$ cat src/rtl/burst_pkg.sv
package burst_pkg;
  localparam logic [1:0] MODE_FIXED = 2'd0;
  localparam logic [1:0] MODE_INCR  = 2'd1;
  localparam logic [1:0] MODE_WRAP  = 2'd2;
  localparam int         PAGE_BYTES = 4096;
  localparam int         WIN_W      = 12;
endpackage

$ cat src/rtl/bag_request_check.sv
module bag_request_check
  import burst_pkg::*;
(
  input  logic [WIN_W-1:0] page_off,
  input  logic [7:0]       len,
  input  logic [2:0]       size,
  input  logic [1:0]       burst,
  output logic             bad_len,
  output logic             bad_align,
  output logic             over_page,
  output logic [1:0]       eff_mode,
  output logic [WIN_W-1:0] win_mask
);
  logic [7:0]       size_lsbs;
  logic [WIN_W-1:0] aligned_off;
  logic [15:0]      total;
  logic [16:0]      reach;
  logic             legal_count;

  always_comb begin
    size_lsbs   = (8'd1 << size) - 8'd1;
    aligned_off = page_off & ~{{(WIN_W-8){1'b0}}, size_lsbs};
    total       = ({8'd0, len} + 16'd1) << size;
    reach       = {5'd0, aligned_off} + {1'b0, total};
    legal_count = (len == 8'd1) || (len == 8'd3) || (len == 8'd7) || (len == 8'd15);
    bad_len     = (burst == MODE_WRAP) && !legal_count;
    bad_align   = (burst == MODE_WRAP) && ((page_off[7:0] & size_lsbs) != 8'd0);
    over_page   = (burst == MODE_INCR) && (reach > 17'(PAGE_BYTES));
    win_mask    = ({{(WIN_W-4){1'b0}}, len[3:0]} + 12'd1) << size;
    win_mask    = win_mask - 12'd1;
    if (burst == MODE_WRAP && !bad_len && !bad_align) eff_mode = MODE_WRAP;
    else if (burst == MODE_WRAP || burst == MODE_INCR) eff_mode = MODE_INCR;
    else eff_mode = MODE_FIXED;
  end
endmodule

$ cat src/rtl/bag_next_addr.sv
module bag_next_addr
  import burst_pkg::*;
#(
  parameter int ADDR_W = 32
) (
  input  logic [ADDR_W-1:0] cur,
  input  logic [2:0]        size,
  input  logic [1:0]        mode,
  input  logic [WIN_W-1:0]  win_mask,
  output logic [ADDR_W-1:0] nxt
);
  logic [ADDR_W-1:0] step;
  logic [ADDR_W-1:0] wm;
  logic [ADDR_W-1:0] bumped;

  always_comb begin
    step   = {{(ADDR_W-1){1'b0}}, 1'b1} << size;
    wm     = {{(ADDR_W-WIN_W){1'b0}}, win_mask};
    bumped = (cur & ~(step - 1'b1)) + step;
    case (mode)
      MODE_INCR: nxt = bumped;
      MODE_WRAP: nxt = (cur & ~wm) | ((cur + step) & wm);
      default:   nxt = cur;
    endcase
  end
endmodule

$ cat src/rtl/bag_lane_mask.sv
module bag_lane_mask #(
  parameter int DATA_BYTES = 8,
  localparam int LANE_W = $clog2(DATA_BYTES)
) (
  input  logic [LANE_W-1:0]     offs,
  input  logic [2:0]            size,
  output logic [DATA_BYTES-1:0] mask
);
  int lo_i;
  int hi_i;

  always_comb begin
    lo_i = int'(offs);
    hi_i = (lo_i & ~((1 << size) - 1)) + (1 << size);
  end

  for (genvar g = 0; g < DATA_BYTES; g++) begin : g_lane
    assign mask[g] = (g >= lo_i) && (g < hi_i);
  end
endmodule

$ cat src/rtl/burst_addr_gen.sv
module burst_addr_gen
  import burst_pkg::*;
#(
  parameter int ADDR_W     = 32,
  parameter int DATA_BYTES = 8,
  localparam int LANE_W    = $clog2(DATA_BYTES)
) (
  input  logic                  clk,
  input  logic                  rst,
  input  logic                  load,
  input  logic [ADDR_W-1:0]     start_addr,
  input  logic [7:0]            len,
  input  logic [2:0]            size,
  input  logic [1:0]            burst,
  input  logic                  advance,
  output logic [ADDR_W-1:0]     addr_o,
  output logic                  last_o,
  output logic [DATA_BYTES-1:0] lane_mask,
  output logic                  err_wrap_len,
  output logic                  err_wrap_align,
  output logic                  err_4k
);
  logic [7:0]            cnt_q, len_q;
  logic [2:0]            size_q;
  logic [1:0]            mode_q;
  logic [WIN_W-1:0]      wm_q;
  logic                  valid_q;

  logic                  c_bad_len, c_bad_align, c_over;
  logic [1:0]            c_mode;
  logic [WIN_W-1:0]      c_wm;
  logic [ADDR_W-1:0]     nxt_addr, mask_src;
  logic [2:0]            mask_size;
  logic [DATA_BYTES-1:0] mask_c;
  logic                  step_ok;

  bag_request_check u_check (
    .page_off (start_addr[WIN_W-1:0]),
    .len      (len),
    .size     (size),
    .burst    (burst),
    .bad_len  (c_bad_len),
    .bad_align(c_bad_align),
    .over_page(c_over),
    .eff_mode (c_mode),
    .win_mask (c_wm)
  );

  bag_next_addr #(.ADDR_W(ADDR_W)) u_next (
    .cur     (addr_o),
    .size    (size_q),
    .mode    (mode_q),
    .win_mask(wm_q),
    .nxt     (nxt_addr)
  );

  assign mask_src  = load ? start_addr : nxt_addr;
  assign mask_size = load ? size : size_q;

  bag_lane_mask #(.DATA_BYTES(DATA_BYTES)) u_mask (
    .offs(mask_src[LANE_W-1:0]),
    .size(mask_size),
    .mask(mask_c)
  );

  assign step_ok = advance && valid_q && !last_o;

  always_ff @(posedge clk) begin
    if (rst) begin
      addr_o         <= '0;
      last_o         <= 1'b0;
      lane_mask      <= '0;
      err_wrap_len   <= 1'b0;
      err_wrap_align <= 1'b0;
      err_4k         <= 1'b0;
      cnt_q          <= '0;
      len_q          <= '0;
      size_q         <= '0;
      mode_q         <= MODE_FIXED;
      wm_q           <= '0;
      valid_q        <= 1'b0;
    end else if (load) begin
      addr_o         <= start_addr;
      last_o         <= (len == 8'd0);
      lane_mask      <= mask_c;
      err_wrap_len   <= c_bad_len;
      err_wrap_align <= c_bad_align;
      err_4k         <= c_over;
      cnt_q          <= '0;
      len_q          <= len;
      size_q         <= size;
      mode_q         <= c_mode;
      wm_q           <= c_wm;
      valid_q        <= 1'b1;
    end else if (step_ok) begin
      addr_o    <= nxt_addr;
      lane_mask <= mask_c;
      cnt_q     <= cnt_q + 8'd1;
      last_o    <= (cnt_q + 8'd1 == len_q);
    end
  end

  // clean outputs once reset is released
  a_r1_reset_clear: assert property (@(posedge clk) disable iff (rst)
    $fell(rst) |-> (addr_o == '0 && !last_o && lane_mask == '0 && !err_4k));

  // a load defines the next address whatever advance does
  a_r12_load_wins: assert property (@(posedge clk) disable iff (rst)
    load |=> addr_o == $past(start_addr));

  // a zero-length burst is last at once
  a_r6_len_zero_last: assert property (@(posedge clk) disable iff (rst)
    load |=> last_o == ($past(len) == 8'd0));

  // nothing moves after the final beat
  a_r7_hold_after_last: assert property (@(posedge clk) disable iff (rst)
    (last_o && advance && !load) |=> ($stable(addr_o) && last_o && $stable(lane_mask)));

  // fixed mode repeats the address
  a_r3_fixed_repeat: assert property (@(posedge clk) disable iff (rst)
    (valid_q && mode_q == MODE_FIXED && advance && !load) |=> $stable(addr_o));

  // a wrapping step never leaves its window
  a_r5_wrap_window: assert property (@(posedge clk) disable iff (rst)
    (mode_q == MODE_WRAP && step_ok && !load) |=>
      ((addr_o & ~{{(ADDR_W-WIN_W){1'b0}}, wm_q}) ==
       ($past(addr_o) & ~{{(ADDR_W-WIN_W){1'b0}}, wm_q})));

  // a loaded burst always drives at least one lane
  a_r8_lane_present: assert property (@(posedge clk) disable iff (rst)
    valid_q |-> lane_mask != '0);
endmodule

$ cat config.mk
export PLATFORM = sky130hd
export DESIGN_NAME = burst_addr_gen
export DESIGN_NICKNAME = d
export VERILOG_FILES = /design/src/rtl/burst_pkg.sv /design/src/rtl/bag_request_check.sv /design/src/rtl/bag_next_addr.sv /design/src/rtl/bag_lane_mask.sv /design/src/rtl/burst_addr_gen.sv
export SDC_FILE = /design/constraint.sdc
export NUM_CORES = 1
export LEC_CHECK = 0
export CAP_MARGIN = 5
export CORE_UTILIZATION = 30
export CTS_BUF_LIST = sky130_fd_sc_hd__clkbuf_8 sky130_fd_sc_hd__clkbuf_16
export CTS_CLUSTER_DIAMETER = 100
export DETAILED_ROUTE_END_ITERATION = 8
export DONT_BUFFER_PORTS = 1
export GPL_TIMING_DRIVEN = 0
export HOLD_SLACK_MARGIN = 0.02
export PLACE_DENSITY = 0.54
export SKIP_LAST_GASP = 1
export SYNTH_ARGS = -nofsm -noshare
export SYNTH_HDL_FRONTEND = slang
export SYNTH_SLANG_ARGS = --single-unit
$ cat constraint.sdc
create_clock -name clk -period 4.25 [get_ports clk]
set_clock_uncertainty 0.2 [all_clocks]
set_input_delay 0.6375 -clock clk [delete_from_list [all_inputs] [get_ports clk]]
set_output_delay 0.6375 -clock clk [all_outputs]
set_load 0.02 [all_outputs]
### Yosys cells after proc, flatten, opt, wreduce, memory -nomap -nowiden

Index checks and enable logic that the tools add are counted.

| cells by class | value |
|---|---|
| shift-type cells | 5 |
| $add $sub $neg | 11 |
| mux-type cells | 11 |
| equality and inequality tests | 9 |
| bitwise gates (word level) | 11 |
| $lt $le $gt $ge | 17 |
| reductions and logical operators | 27 |

Operators by type and width:

| operator | count |
|---|---|
| < comparator 4 x 32 -> 1 bit (first input constant) | 4 |
| adder 32 bit | 3 |
| AND 32 bit | 2 |
| < comparator 3 x 32 -> 1 bit (first input constant) | 2 |
| 2-to-1 mux 32 bit | 2 |
| NOT 32 bit | 2 |
| one-hot mux 32 bit (2 select lines) | 1 |
| << shifter 1 x 3 -> 32 bit (first input constant) | 2 |
| AND 32 x 12 -> 32 bit | 1 |
| AND 4 x 32 -> 32 bit | 1 |
| < comparator 1 x 32 -> 1 bit (first input constant) | 1 |
| < comparator 2 x 32 -> 1 bit (first input constant) | 1 |
| NOT 12 -> 32 bit | 1 |
| OR 32 bit | 1 |
| subtractor 32 x 1 -> 32 bit (second input constant) | 1 |
| subtractor 32 x 2 -> 32 bit (second input constant) | 1 |
| adder 12 x 16 -> 17 bit | 1 |
| > comparator 17 x 13 -> 1 bit (second input constant) | 1 |
| 2-to-1 mux 8 bit | 2 |
| << shifter 16 x 3 -> 16 bit | 1 |
| logical AND 1 bit | 15 |
| AND 12 bit | 1 |
| greater-or-equal comparator 3 bit (first input constant) | 4 |
| NOT 8 -> 12 bit | 1 |
| other kinds (26) | 39 |

| word-level totals | value |
|---|---|
| word-level logic and storage cells | 103 |
| input port bits | 49 |
| bits in registers | 78 |
| output and inout bits | 44 |

### Longest topological paths before layout

| depth | value |
|---|---|
| depth in word-level cells | 13 |
| mapped depth | 20 |

### By module

A second synthesis with hierarchy kept.

| second synthesis, totals | value |
|---|---|
| cell total of the unflattened synthesis | 1140 |
| area, all modules | 8204.1 um2 |

By module, submodules not included:

| module | area an instance (um2) | instances | sequential area each (um2) | cells an instance |
|---|---|---|---|---|
| burst_addr_gen | 3388.2 | 1 | 1561.5 | 410 |
| bag_next_addr | 2387.3 | 1 | 0.0 | 366 |
| bag_request_check | 2118.3 | 1 | 0.0 | 321 |
| bag_lane_mask | 310.3 | 1 | 0.0 | 43 |

### Worst setup path after synthesis

Ideal clock, no wire load.

| timing | value |
|---|---|
| kind | input -> register |
| start | in size[0] |
| end | reg err_4k |
| setup time | 120 ps |
| data arrival time | 4240 ps |
| data required time | 3930 ps |
| stages on the path | 19 |
| setup slack | -310 ps |
| cell sequence | buf_4 > buf_6 > buf_2 > buf_1 > nand2_1 > ha_1 > clkbuf_1 > nor3_1 > a21oi_1 > o221a_2 > ha_1 > a2111oi_4 > o31ai_2 > a41o_1 > a21o_1 > a2111oi_4 > o21ai_0 > a22oi_1 > nand2_1 |

| on the way | value |
|---|---|
| longest elaborated chain between the ends | 7 |

RTL lines:

| element | line | text |
|---|---|---|
| start, declared | burst_addr_gen.sv:13 | `input logic [2:0] size,` |
| << shifter 1 x 3 -> 8 bit | bag_request_check.sv:21 | `size_lsbs = (8'd1 << size) - 8'd1;` |
| subtractor 8 x 1 -> 8 bit | bag_request_check.sv:21 |  |
| NOT 8 -> 12 bit | bag_request_check.sv:22 | `aligned_off = page_off & ~{{(WIN_W-8){1'b0}}, size_lsbs};` |
| AND 12 bit | bag_request_check.sv:22 |  |
| adder 12 x 16 -> 17 bit (*) | bag_request_check.sv:24 | `reach = {5'd0, aligned_off} + {1'b0, total};` |
| > comparator 17 x 13 -> 1 bit (*) | bag_request_check.sv:28 | `over_page = (burst == MODE_INCR) && (reach > 17'(PAGE_BYTES));` |
| logical AND 1 bit (*) | bag_request_check.sv:28 |  |
| end signal, assigned | burst_addr_gen.sv:88 | `err_4k <= c_over;` |
| end, declared | burst_addr_gen.sv:21 | `output logic err_4k` |

Mark *: on every way between the ends. The rest lies on a longest branch, timed or not.
A chain may end at the register's enable or synchronous reset.

### Final worst setup path

Ends and elaborated chain as after synthesis.

==> run metrics <==
run status=completed; clock latency on the worst-skew pair=between 0.3 and 0.4 ns; Cell Area, Synth=between 7000 and 8000 sq um; CTS H-Tree Depth=3; ys async rst share=0%; final net count=1020; PD cells=roughly 300 nW/um^2; Worst Path Max Fanout=10; worst reg2reg path depth=14; die width=approximately 160 um; Crit path max-delay family=compound AO/OA/AOI/OAI gates; post-DP HPWL=18870 um; routability cong.=0.9111; Total GRT Usage=between 10% and 20%; top cell type's share of synthesized area=around 22%; critical path data required time=about 4.3 ns; Clock Pin Slew Worst Setup and Hold Paths=~0.07 ns; leading area contributor after synthesis=dfxtp_1; slew at the pin with the worst max-slew slack=around 0.91 ns; Worst Path Arrival=4.20 ns; fin crit share=97.96%; Avg Cell Area, Syn=around 7.7 sq um; met3 usage in global routing=under 10%; Critical Path End Type=register; crit path kind=in2reg; crit start category=input port; grt met1 use=about 26%; first-pass GRT wire length=about 37000 um; fin area=7896 sq um; n_diodes=0; CP Cell Sequence=buf_4 -> buf_6 -> buf_8 -> buf_8 -> nand2_1 -> ha_1 -> clkbuf_4 -> nor3_2 -> a21oi_1 -> o221a_2 -> ha_4 -> o21a_1 -> or3_1 -> a2111oi_4 -> o211ai_1 -> a2111oi_4 -> o21ai_1 -> a22oi_1 -> nand2_1; Routed Antenna Nets=0; Worst Hold Class=in2reg; CP max stage delay=~0.4 ns; core area=about 23000 sq um; Avg WL per Cell=between 15 and 20 um; Final Setup Violations=0; most instantiated cells after synthesis=nor2_1, dfxtp_1, nand2_1; Post-synth EDFFs=0; area grow syn2layout=11.72%; die height=approximately 160 um; Post-Synthesis Cells=922; RSZ-0062 raised after global routing=true; dominant synthesized flop cell=dfxtp_1; Buf/Inv on CP=5; Max Slew Vio Count=0; drt drc=0; sequential share of the synthesized area=22.09%; Root Driver=clkbuf_16; Stages on worst setup path=19; proportion of layout cells with a drive suffix above 1=under 10%; max cap viols=0; number of CTS-inserted buffers=9; largest net degree at the start of global routing=15; IO buf count=0; grt total ovfl=0; Syn Nets=approximately 1000; initial drt markers=approximately 460; Cell Area, Placed=around 7500 sq um; Tmin final=about 4.2 ns; Hold Fails Final Rpt=0; hold path depth=2; via count=7088; final WL=~24000 um; Peak Freq=roughly 240 MHz; Via density=between 5 and 6; IO Pins=93; global route hottest layer=met2; die area=~24000 sq um; met2 Track Usage GR=between 30% and 40%; synth top area cells=dfxtp_1, ha_1, nor2_1; Sink Count=78; Longest Clk Path Bufs=2; Max VDD drop=0.0002467 V; row count=55; max_slew headroom=39.01%; most common cell in the synthesized netlist=nor2_1; Synth Warn #=0; Leak Pwr=0.003029 uW; Power Total=roughly 2300 uW; Pre-Repair DR Iteration Count=6; vias in the first global route=6600; Crit-path slowest cell=a2111oi_4; Starting Density=between 30% and 40%; CTS tree=yes; flops & latches, synth=78; initial antenna violation count=0; Netlist cell types=97; # fillers=~2500
## metal layers
metal,part of all wire [%],vias up
li1,-,3469
met1,45,3323
met2,44,259
met3,8.4,37
met5,0,-
met4,2.4,0
## final timing paths
path                        start                      end  slack, ns
min reg2reg  valid_q$_SDFFE_PP0P_     valid_q$_SDFFE_PP0P_       0.29
min                start_addr[25]  addr_o[25]$_SDFFE_PP0P_       0.24
max reg2reg  size_q[2]$_SDFF_PP0_  addr_o[30]$_SDFFE_PP0P_       0.31
max                       size[0]      err_4k$_SDFFE_PP0P_       0.09
## placed cells by master (no fill, tap or decap), types with 9 or more instances in the layout
master,count
nor2_1,97
dfxtp_1,78
nand2_1,72
o21ai_0,52
a21oi_1,47
inv_1,37
nand3_1,34
ha_1,33
xor2_1,31
mux2i_1,27
clkbuf_1,26
a22oi_1,26
xnor2_1,19
nor3_1,18
and3_1,18
o22ai_1,17
nand2b_1,16
a211oi_1,16
a31oi_1,15
and2_1,12
buf_2,11
nand4_1,10
nor2b_1,9
or3_1,9
clkbuf_16,9
## per-stage QoR
stage	util [%]	setup WS [ns]	instances	hold WS (ns)	setup TNS [ns]
floorplan	-	0.01944	922	0.2341	0
global placement	32.77	-0.6057	1235	0.2671	-0.6057
detailed placement	32.77	-0.6753	1235	0.2763	-0.6753
CTS	34.28	0.02386	1252	0.2321	0
global route	34.56	-0.07395	1252	0.2354	-0.07395
finish	34.56	0.08683	1252	0.2419	0
## report_power, final
group	internal [uW]	total, uW	switching (uW)
sequential	776	862	86.4
clock	493	833	340
combinational	254	629	375
total	1520	2320	801
## cell families after synthesis
family	Yosys count	share of synthesized area (%)
simple gates	344	25.16
buf+inv	97	6.072
mux	31	4.656
fa+ha+maj	37	6.656
compound gates	284	28.94
flops	78	22.09
xor+xnor	51	6.426
## state kept, by name (all words and copies together) (netlist names), 2 cells and up
signal,count
addr_o,32
wm_q,12
cnt_q,8
lane_mask,8
len_q,8
size_q,3
mode_q,2
## cell type report
cell class                 count  area (sq um)  share of cell area (%)
multi-input combinational    747          5154                   65.27
sequential                    78          1562                   19.78
tap                          313         391.6                   4.960
buffer                        57         306.5                   3.882
clock buffer                  11         252.7                   3.201
inverter                      38         142.6                   1.806
clock inverter                 5         65.06                  0.8240
timing repair buffer           3         22.52                  0.2852
## what timing repair did
action | CTS | global route
buffers inserted | 2 | 1
resized for setup | 6 | 20
hold buffers | 0 | 0
pin swaps | 3 | 5
endpoints found under the setup margin | 1 | 7
Note: power is estimated with default switching activity, not from simulation.
